--- config.mk ---
export PLATFORM = sky130hd
export DESIGN_NAME = lcd_host_port
export DESIGN_NICKNAME = d
export VERILOG_FILES = /design/src/rtl/hif_pkg.sv /design/src/rtl/hif_strobe_sync.sv /design/src/rtl/hif_decode.sv /design/src/rtl/hif_busy_timer.sv /design/src/rtl/lcd_host_port.sv
export SDC_FILE = /design/constraint.sdc
export NUM_CORES = 1
export LEC_CHECK = 0
export ABC_CLOCK_PERIOD_IN_PS = 6250
export BUFFER_PORTS_ARGS = -buffer_cell sky130_fd_sc_hd__buf_2
export CAP_MARGIN = 10
export CORE_AREA = 2 2 75 77
export DETAILED_ROUTE_END_ITERATION = 8
export DIE_AREA = 0 0 77 79
export PLACE_DENSITY = 0.72
export SLEW_MARGIN = 20
export SYNTH_ARGS = -nofsm -noshare
export SYNTH_HDL_FRONTEND = slang
export SYNTH_SLANG_ARGS = --single-unit
--- constraint.sdc ---
create_clock -name clk -period 6.25 [get_ports clk]
set_input_delay 1.25 -clock clk [delete_from_list [all_inputs] [get_ports clk]]
set_output_delay 1.25 -clock clk [all_outputs]
set_load 0.005 [all_outputs]
--- src/rtl/hif_pkg.sv ---
package hif_pkg;
  typedef enum logic [1:0] {
    TGT_DISP = 2'd0,
    TGT_CHAR = 2'd1,
    TGT_SEG  = 2'd2
  } ram_tgt_e;

  typedef enum logic [2:0] {
    OP_NONE   = 3'd0,
    OP_WRITE  = 3'd1,
    OP_ADDR   = 3'd2,
    OP_ENTRY  = 3'd3,
    OP_SCROLL = 3'd4
  } op_e;
endpackage

--- src/rtl/hif_strobe_sync.sv ---
module hif_strobe_sync #(
  parameter int DATA_W = 8
) (
  input  logic              clk,
  input  logic              rst,
  input  logic              e,
  input  logic              rs,
  input  logic              rw,
  input  logic              ext,
  input  logic [DATA_W-1:0] din,
  output logic              fall,
  output logic              cap_rs,
  output logic              cap_rw,
  output logic              cap_ext,
  output logic [DATA_W-1:0] cap_din
);
  logic e_q;

  always_ff @(posedge clk) begin
    if (rst) begin
      e_q     <= 1'b0;
      fall    <= 1'b0;
      cap_rs  <= 1'b0;
      cap_rw  <= 1'b1;
      cap_ext <= 1'b0;
      cap_din <= '0;
    end else begin
      e_q  <= e;
      fall <= e_q & ~e;
      if (e) begin
        cap_rs  <= rs;
        cap_rw  <= rw;
        cap_ext <= ext;
        cap_din <= din;
      end
    end
  end

  // a falling edge is a single-cycle event
  assert_fall_single_R2: assert property (@(posedge clk) disable iff (rst)
    fall |=> !fall);
endmodule

--- src/rtl/hif_decode.sv ---
module hif_decode
  import hif_pkg::*;
#(
  parameter int DATA_W = 8,
  parameter int SQ_W   = 6
) (
  input  logic              rs,
  input  logic              rw,
  input  logic              ext,
  input  logic [DATA_W-1:0] din,
  output op_e               op,
  output logic [DATA_W-2:0] addr,
  output ram_tgt_e          tgt,
  output logic              dir,
  output logic [SQ_W-1:0]   sq
);
  localparam int AC_W = DATA_W - 1;

  always_comb begin
    op   = OP_NONE;
    addr = '0;
    tgt  = TGT_DISP;
    dir  = din[0];
    sq   = din[SQ_W-1:0];
    if (!rw) begin
      if (rs) begin
        op = OP_WRITE;
      end else if (ext) begin
        if (din[DATA_W-1]) op = OP_SCROLL;
      end else if (din[DATA_W-1]) begin
        op   = OP_ADDR;
        tgt  = TGT_DISP;
        addr = din[AC_W-1:0];
      end else if (din[DATA_W-2]) begin
        op   = OP_ADDR;
        tgt  = TGT_CHAR;
        addr = AC_W'(din[DATA_W-3:0]);
      end else if (din[DATA_W-1:DATA_W-4] == 4'b0001) begin
        op   = OP_ADDR;
        tgt  = TGT_SEG;
        addr = AC_W'(din[DATA_W-5:0]);
      end else if (din[DATA_W-1:1] == (DATA_W-1)'(1)) begin
        op = OP_ENTRY;
      end
    end
  end
endmodule

--- src/rtl/hif_busy_timer.sv ---
module hif_busy_timer #(
  parameter int BUSY_CYCLES = 4
) (
  input  logic clk,
  input  logic rst,
  input  logic start,
  output logic busy
);
  localparam int BUSY_W = $clog2(BUSY_CYCLES + 1);
  logic [BUSY_W-1:0] cnt;

  always_ff @(posedge clk) begin
    if (rst) begin
      cnt  <= '0;
      busy <= 1'b0;
    end else if (start) begin
      cnt  <= BUSY_W'(BUSY_CYCLES);
      busy <= 1'b1;
    end else begin
      if (cnt != '0) cnt <= cnt - 1'b1;
      busy <= (cnt > BUSY_W'(1));
    end
  end

  assert_start_idle_R9: assert property (@(posedge clk) disable iff (rst)
    start |-> !busy);
  assert_busy_load_R8: assert property (@(posedge clk) disable iff (rst)
    $rose(busy) |-> cnt == BUSY_W'(BUSY_CYCLES));
  assert_busy_done_R8: assert property (@(posedge clk) disable iff (rst)
    $fell(busy) |-> cnt == '0);
endmodule

--- src/rtl/lcd_host_port.sv ---
module lcd_host_port
  import hif_pkg::*;
#(
  parameter int DATA_W      = 8,
  parameter int SQ_W        = 6,
  parameter int SCROLL_MAX  = 48,
  parameter int BUSY_CYCLES = 4
) (
  input  logic              clk,
  input  logic              rst,
  input  logic              bus_e,
  input  logic              bus_rs,
  input  logic              bus_rw,
  input  logic              bus_ext,
  input  logic [DATA_W-1:0] bus_din,
  output logic [DATA_W-1:0] bus_dout,
  output logic              bus_dout_en,
  output logic              busy,
  output logic              ram_we,
  output logic [1:0]        ram_sel,
  output logic [DATA_W-2:0] ram_addr,
  output logic [DATA_W-1:0] ram_wdata,
  output logic [SQ_W-1:0]   scroll_dots
);
  localparam int AC_W = DATA_W - 1;

  logic              fall, cap_rs, cap_rw, cap_ext;
  logic [DATA_W-1:0] cap_din;
  op_e               dec_op;
  logic [AC_W-1:0]   dec_addr;
  ram_tgt_e          dec_tgt;
  logic              dec_dir;
  logic [SQ_W-1:0]   dec_sq;
  logic              accept;

  logic [AC_W-1:0]   ac_q;
  ram_tgt_e          tgt_q;
  logic              dir_q;

  hif_strobe_sync #(.DATA_W(DATA_W)) u_sync (
    .clk(clk), .rst(rst), .e(bus_e), .rs(bus_rs), .rw(bus_rw),
    .ext(bus_ext), .din(bus_din), .fall(fall), .cap_rs(cap_rs),
    .cap_rw(cap_rw), .cap_ext(cap_ext), .cap_din(cap_din)
  );

  hif_decode #(.DATA_W(DATA_W), .SQ_W(SQ_W)) u_dec (
    .rs(cap_rs), .rw(cap_rw), .ext(cap_ext), .din(cap_din),
    .op(dec_op), .addr(dec_addr), .tgt(dec_tgt), .dir(dec_dir), .sq(dec_sq)
  );

  assign accept = fall && !busy && (dec_op != OP_NONE);

  hif_busy_timer #(.BUSY_CYCLES(BUSY_CYCLES)) u_busy (
    .clk(clk), .rst(rst), .start(accept), .busy(busy)
  );

  always_ff @(posedge clk) begin
    if (rst) begin
      ac_q        <= '0;
      tgt_q       <= TGT_DISP;
      dir_q       <= 1'b0;
      scroll_dots <= '0;
      ram_we      <= 1'b0;
      ram_sel     <= 2'd0;
      ram_addr    <= '0;
      ram_wdata   <= '0;
      bus_dout    <= '0;
      bus_dout_en <= 1'b0;
    end else begin
      ram_we      <= 1'b0;
      bus_dout    <= {busy, ac_q};
      bus_dout_en <= bus_e & bus_rw & ~bus_rs;
      if (accept) begin
        case (dec_op)
          OP_WRITE: begin
            ram_we    <= 1'b1;
            ram_sel   <= tgt_q;
            ram_addr  <= ac_q;
            ram_wdata <= cap_din;
            ac_q      <= dir_q ? ac_q - 1'b1 : ac_q + 1'b1;
          end
          OP_ADDR: begin
            ac_q  <= dec_addr;
            tgt_q <= dec_tgt;
          end
          OP_ENTRY: dir_q <= dec_dir;
          OP_SCROLL:
            scroll_dots <= (int'(dec_sq) >= SCROLL_MAX) ? SQ_W'(SCROLL_MAX) : dec_sq;
          default: ;
        endcase
      end
    end
  end

  assert_we_idle_R9: assert property (@(posedge clk) disable iff (rst)
    ram_we |-> !$past(busy));
  assert_we_busy_R8: assert property (@(posedge clk) disable iff (rst)
    ram_we |-> busy);
  assert_we_pulse_R3: assert property (@(posedge clk) disable iff (rst)
    ram_we |=> !ram_we);
  assert_ac_step_R4: assert property (@(posedge clk) disable iff (rst)
    ram_we |-> (ac_q == ram_addr + 1'b1) || (ac_q == ram_addr - 1'b1));
  assert_scroll_max_R6: assert property (@(posedge clk) disable iff (rst)
    int'(scroll_dots) <= SCROLL_MAX);
  assert_status_R7: assert property (@(posedge clk) disable iff (rst)
    $past(!rst) |-> bus_dout == {$past(busy), $past(ac_q)});
endmodule

==> metrics.txt <==
synth unique cells 45; total CTS buffers 9; Iter 0 DRT Violations 96; syn_nets roughly 300; Flop pwr share approximately half; RSZ-0062 raised after global routing false; Top delay family on crit path simple AND/OR/NAND/NOR gates; total track usage between 15 and 20%; Synth Flop Type dfxtp_1; Crit path required time between 6 and 7 ns; syn avg cell area roughly 9.5 µm²; Sw Ratio between 20% and 30%; setup_tns 0 ns; crit path buf inv count 0; CTS tree yes; Final Hold Fails 0; PD cells approximately 280 nW/µm²; Layout Utilization roughly 57%; Slew Limit Fails 0; outcome completed; post-route ant nets 0; H-tree levels 3; Mapped Area ~2600 µm²; number of global-route vias before repair between 1500 and 2000; full die area approximately 6100 µm²; Clk pwr share approximately two fifths; num rows 27; Critical R2R Capture ac_q[3]; Post-CTS Hold Buffers 0; Max FO, Critical Path 21; register area share after synthesis between 40 and 50%; Wirelength per Cell around 13 µm; FF+latch count, synth 60; Die Y-Extent 79 µm; initial antenna violation count 0; Pint 630 µW; nets 340; crit path cell chain or4_1, o21ba_1, and4bb_4, a21oi_2, a211oi_1, nor3_1; # setup viols final 0; Worst Skew about 0.0051 ns; EDFF count, synth 0; slack of the worst reg-to-reg path a little under 4 ns; maximum vdd drop approximately 180 µV; Starting Density 48.1%; post_cts resized 0; max_slew headroom between 30% and 40%; fillcell total 520; Final Cell Area slightly above 3000 µm²; min Tclk post-route 2.37 ns; Worst setup EP type register; setup bufs post-CTS 0; Reg2Reg Depth 6; fin crit share between 30% and 40%; hold endpoint scroll_dots[0]; vias post-DR between 1500 and 2000; Skew-Pair Late Insertion Delay about 0.34 ns; Reg clk slew, reported paths ~0.060 ns; critical path class register to register; hold depth 2; drt first pass iters 4; layout cells sized above 1 a little over a fifth; hold slack around 0.45 ns; Post-DP Area ~2800 µm²; Fmax between 0.4 and 0.5 GHz; hpwl dp 3450 µm; # IOs 48; arrival time at the worst endpoint ~2.6 ns; Die X 77 µm; worst-margin pin slew a little under 1 ns; P_leak 0.00126 µW; core area 5340 µm²; largest net degree at the start of global routing 59; Detailed Route WL slightly above 5000 µm; GP Congestion roughly 0.86; Via density 5.05; Pwr Total roughly 830 µW; Syn-to-layout area delta 17.7%; clk sinks 60; first-pass GRT wire length between 8000 and 9000 µm; max incr delay on CP approximately 0.58 ns; RR Startpoint u_sync.cap_din[5]; Max clock buf depth 2; Antenna Cells 0; global route overflow 0; Post-synth ARST share 0%; start point of the worst hold path scroll_dots[0]; net load switching power 204 µW; HP Class register to register; Startpoint Class register; CP max stage cell and4bb_4; MaxCap Viol Count 0; CTS root buf clkbuf_8; Post-Syn Instances approximately 270; # DRC 0; port bufs 47; Synth warnings 0; Logic pwr share a little under an eighth
-- logic make-up after synthesis --
kind of cell | after synthesis | synth area share [%]
simple gates | 110 | 21.0
flops | 60 | 46.8
compound gates | 38 | 10.7
mux | 30 | 11.8
buf+inv | 19 | 3.37
fa+ha+maj | 9 | 4.68
xor+xnor | 5 | 1.71
-- how the worst max path moves through the flow --
stage                           start           endpoint  slack, ns  cells past startpoint
finish              u_sync.cap_din[5]            ac_q[3]       3.88                      6
global route        u_sync.cap_din[5]            ac_q[3]       3.76                      6
CTS                 u_sync.cap_din[5]            ac_q[3]       3.85                      6
detailed placement                rst        bus_dout_en       3.77                      3
global placement                  rst        bus_dout_en       3.81                      3
floorplan                       bus_e  u_sync.cap_din[7]       3.99                      4
-- worst min-delay path, cell delays in order (launching register included) --
cell     delay, ns
dfxtp_1       0.30
nand2_1       0.05
a21oi_1       0.05
-- cell type report --
class / instances / area [µm²] / share of cell area, %
Tap cell: 72 / 90.1 / 2.99
Clock buffer: 14 / 183 / 6.05
Timing Repair Buffer: 47 / 235 / 7.79
Inverter: 7 / 26.3 / 0.871
Sequential cell: 60 / 1200 / 39.8
Clock inverter: 1 / 5.00 / 0.166
Multi-Input combinational cell: 192 / 1280 / 42.3
-- synth_stat cells (all sizes together) (5+ instances only) --
cell    count  share of area, %
dfxtp      60                47
buf         5               1.3
clkbuf      7               1.0
nor3        7               1.4
a21oi      17               3.5
nand3       8               1.6
nor2       45               6.6
nand2      22               3.2
inv         7               1.0
mux2i      29                11
ha          8               3.9
nor2b      13               3.2
-- sequential cells by signal (all words and copies together) (netlist names) --
register        cells
bus_dout            8
ram_wdata           8
u_sync.cap_din      8
ac_q                7
ram_addr            7
scroll_dots         6
u_busy.cnt          3
ram_sel             2
tgt_q               2
bus_dout_en         1
dir_q               1
ram_we              1
u_busy.busy         1
u_sync.cap_ext      1
u_sync.cap_rs       1
u_sync.cap_rw       1
u_sync.e_q          1
u_sync.fall         1
-- per-stage QoR --
| step | setup WS, ns | cells |
|---|---|---|
| CTS | 3.85 | 393 |
| finish | 3.88 | 393 |
| global placement | 3.81 | 378 |
| detailed placement | 3.77 | 378 |
| global route | 3.76 | 393 |
| floorplan | 3.99 | 271 |
-- power by group through the flow --
stage | Combinational, µW | Sequential (µW) | Clock [µW]
3_5_place_dp | 94.3 | 426 | 0
3_3_place_gp | 91.6 | 425 | 0
6_report | 93.8 | 417 | 322
4_1_cts | 94.6 | 417 | 329
2_1_floorplan | 74.9 | 421 | 0
5_1_grt | 106 | 420 | 345
-- cell usage in the layout, fill, tap and decap left out, types with 2 or more instances in the layout --
cell type and n:
buf_2 47, inv_1 7, or4_1 2, dfxtp_1 60
o211ai_1 3, nor2_1 45, a211oi_1 3, o21ai_0 2
nand2b_1 3, o2111ai_1 2, nand2_1 22, xnor2_1 4
clkbuf_8 13, nand3_1 8, mux2i_1 29, ha_1 8
nor2b_1 13, nor3_1 7, a21oi_1 16
-- metal layers --
| layer | GRT usage [%] | wire, µm | up-vias | share of wire (%) |
|---|---|---|---|---|
| met2 | 26.4 | 2170 | 46 | 43 |
| li1 | - | - | 1030 | - |
| met1 | 22.5 | 2490 | 895 | 49 |
| met3 | 4.77 | 229 | 15 | 4.6 |
| met4 | 10.2 | 141 | 0 | 2.8 |
| met5 | 0 | 0 | - | 0 |
(Power assumes the default switching activity.)
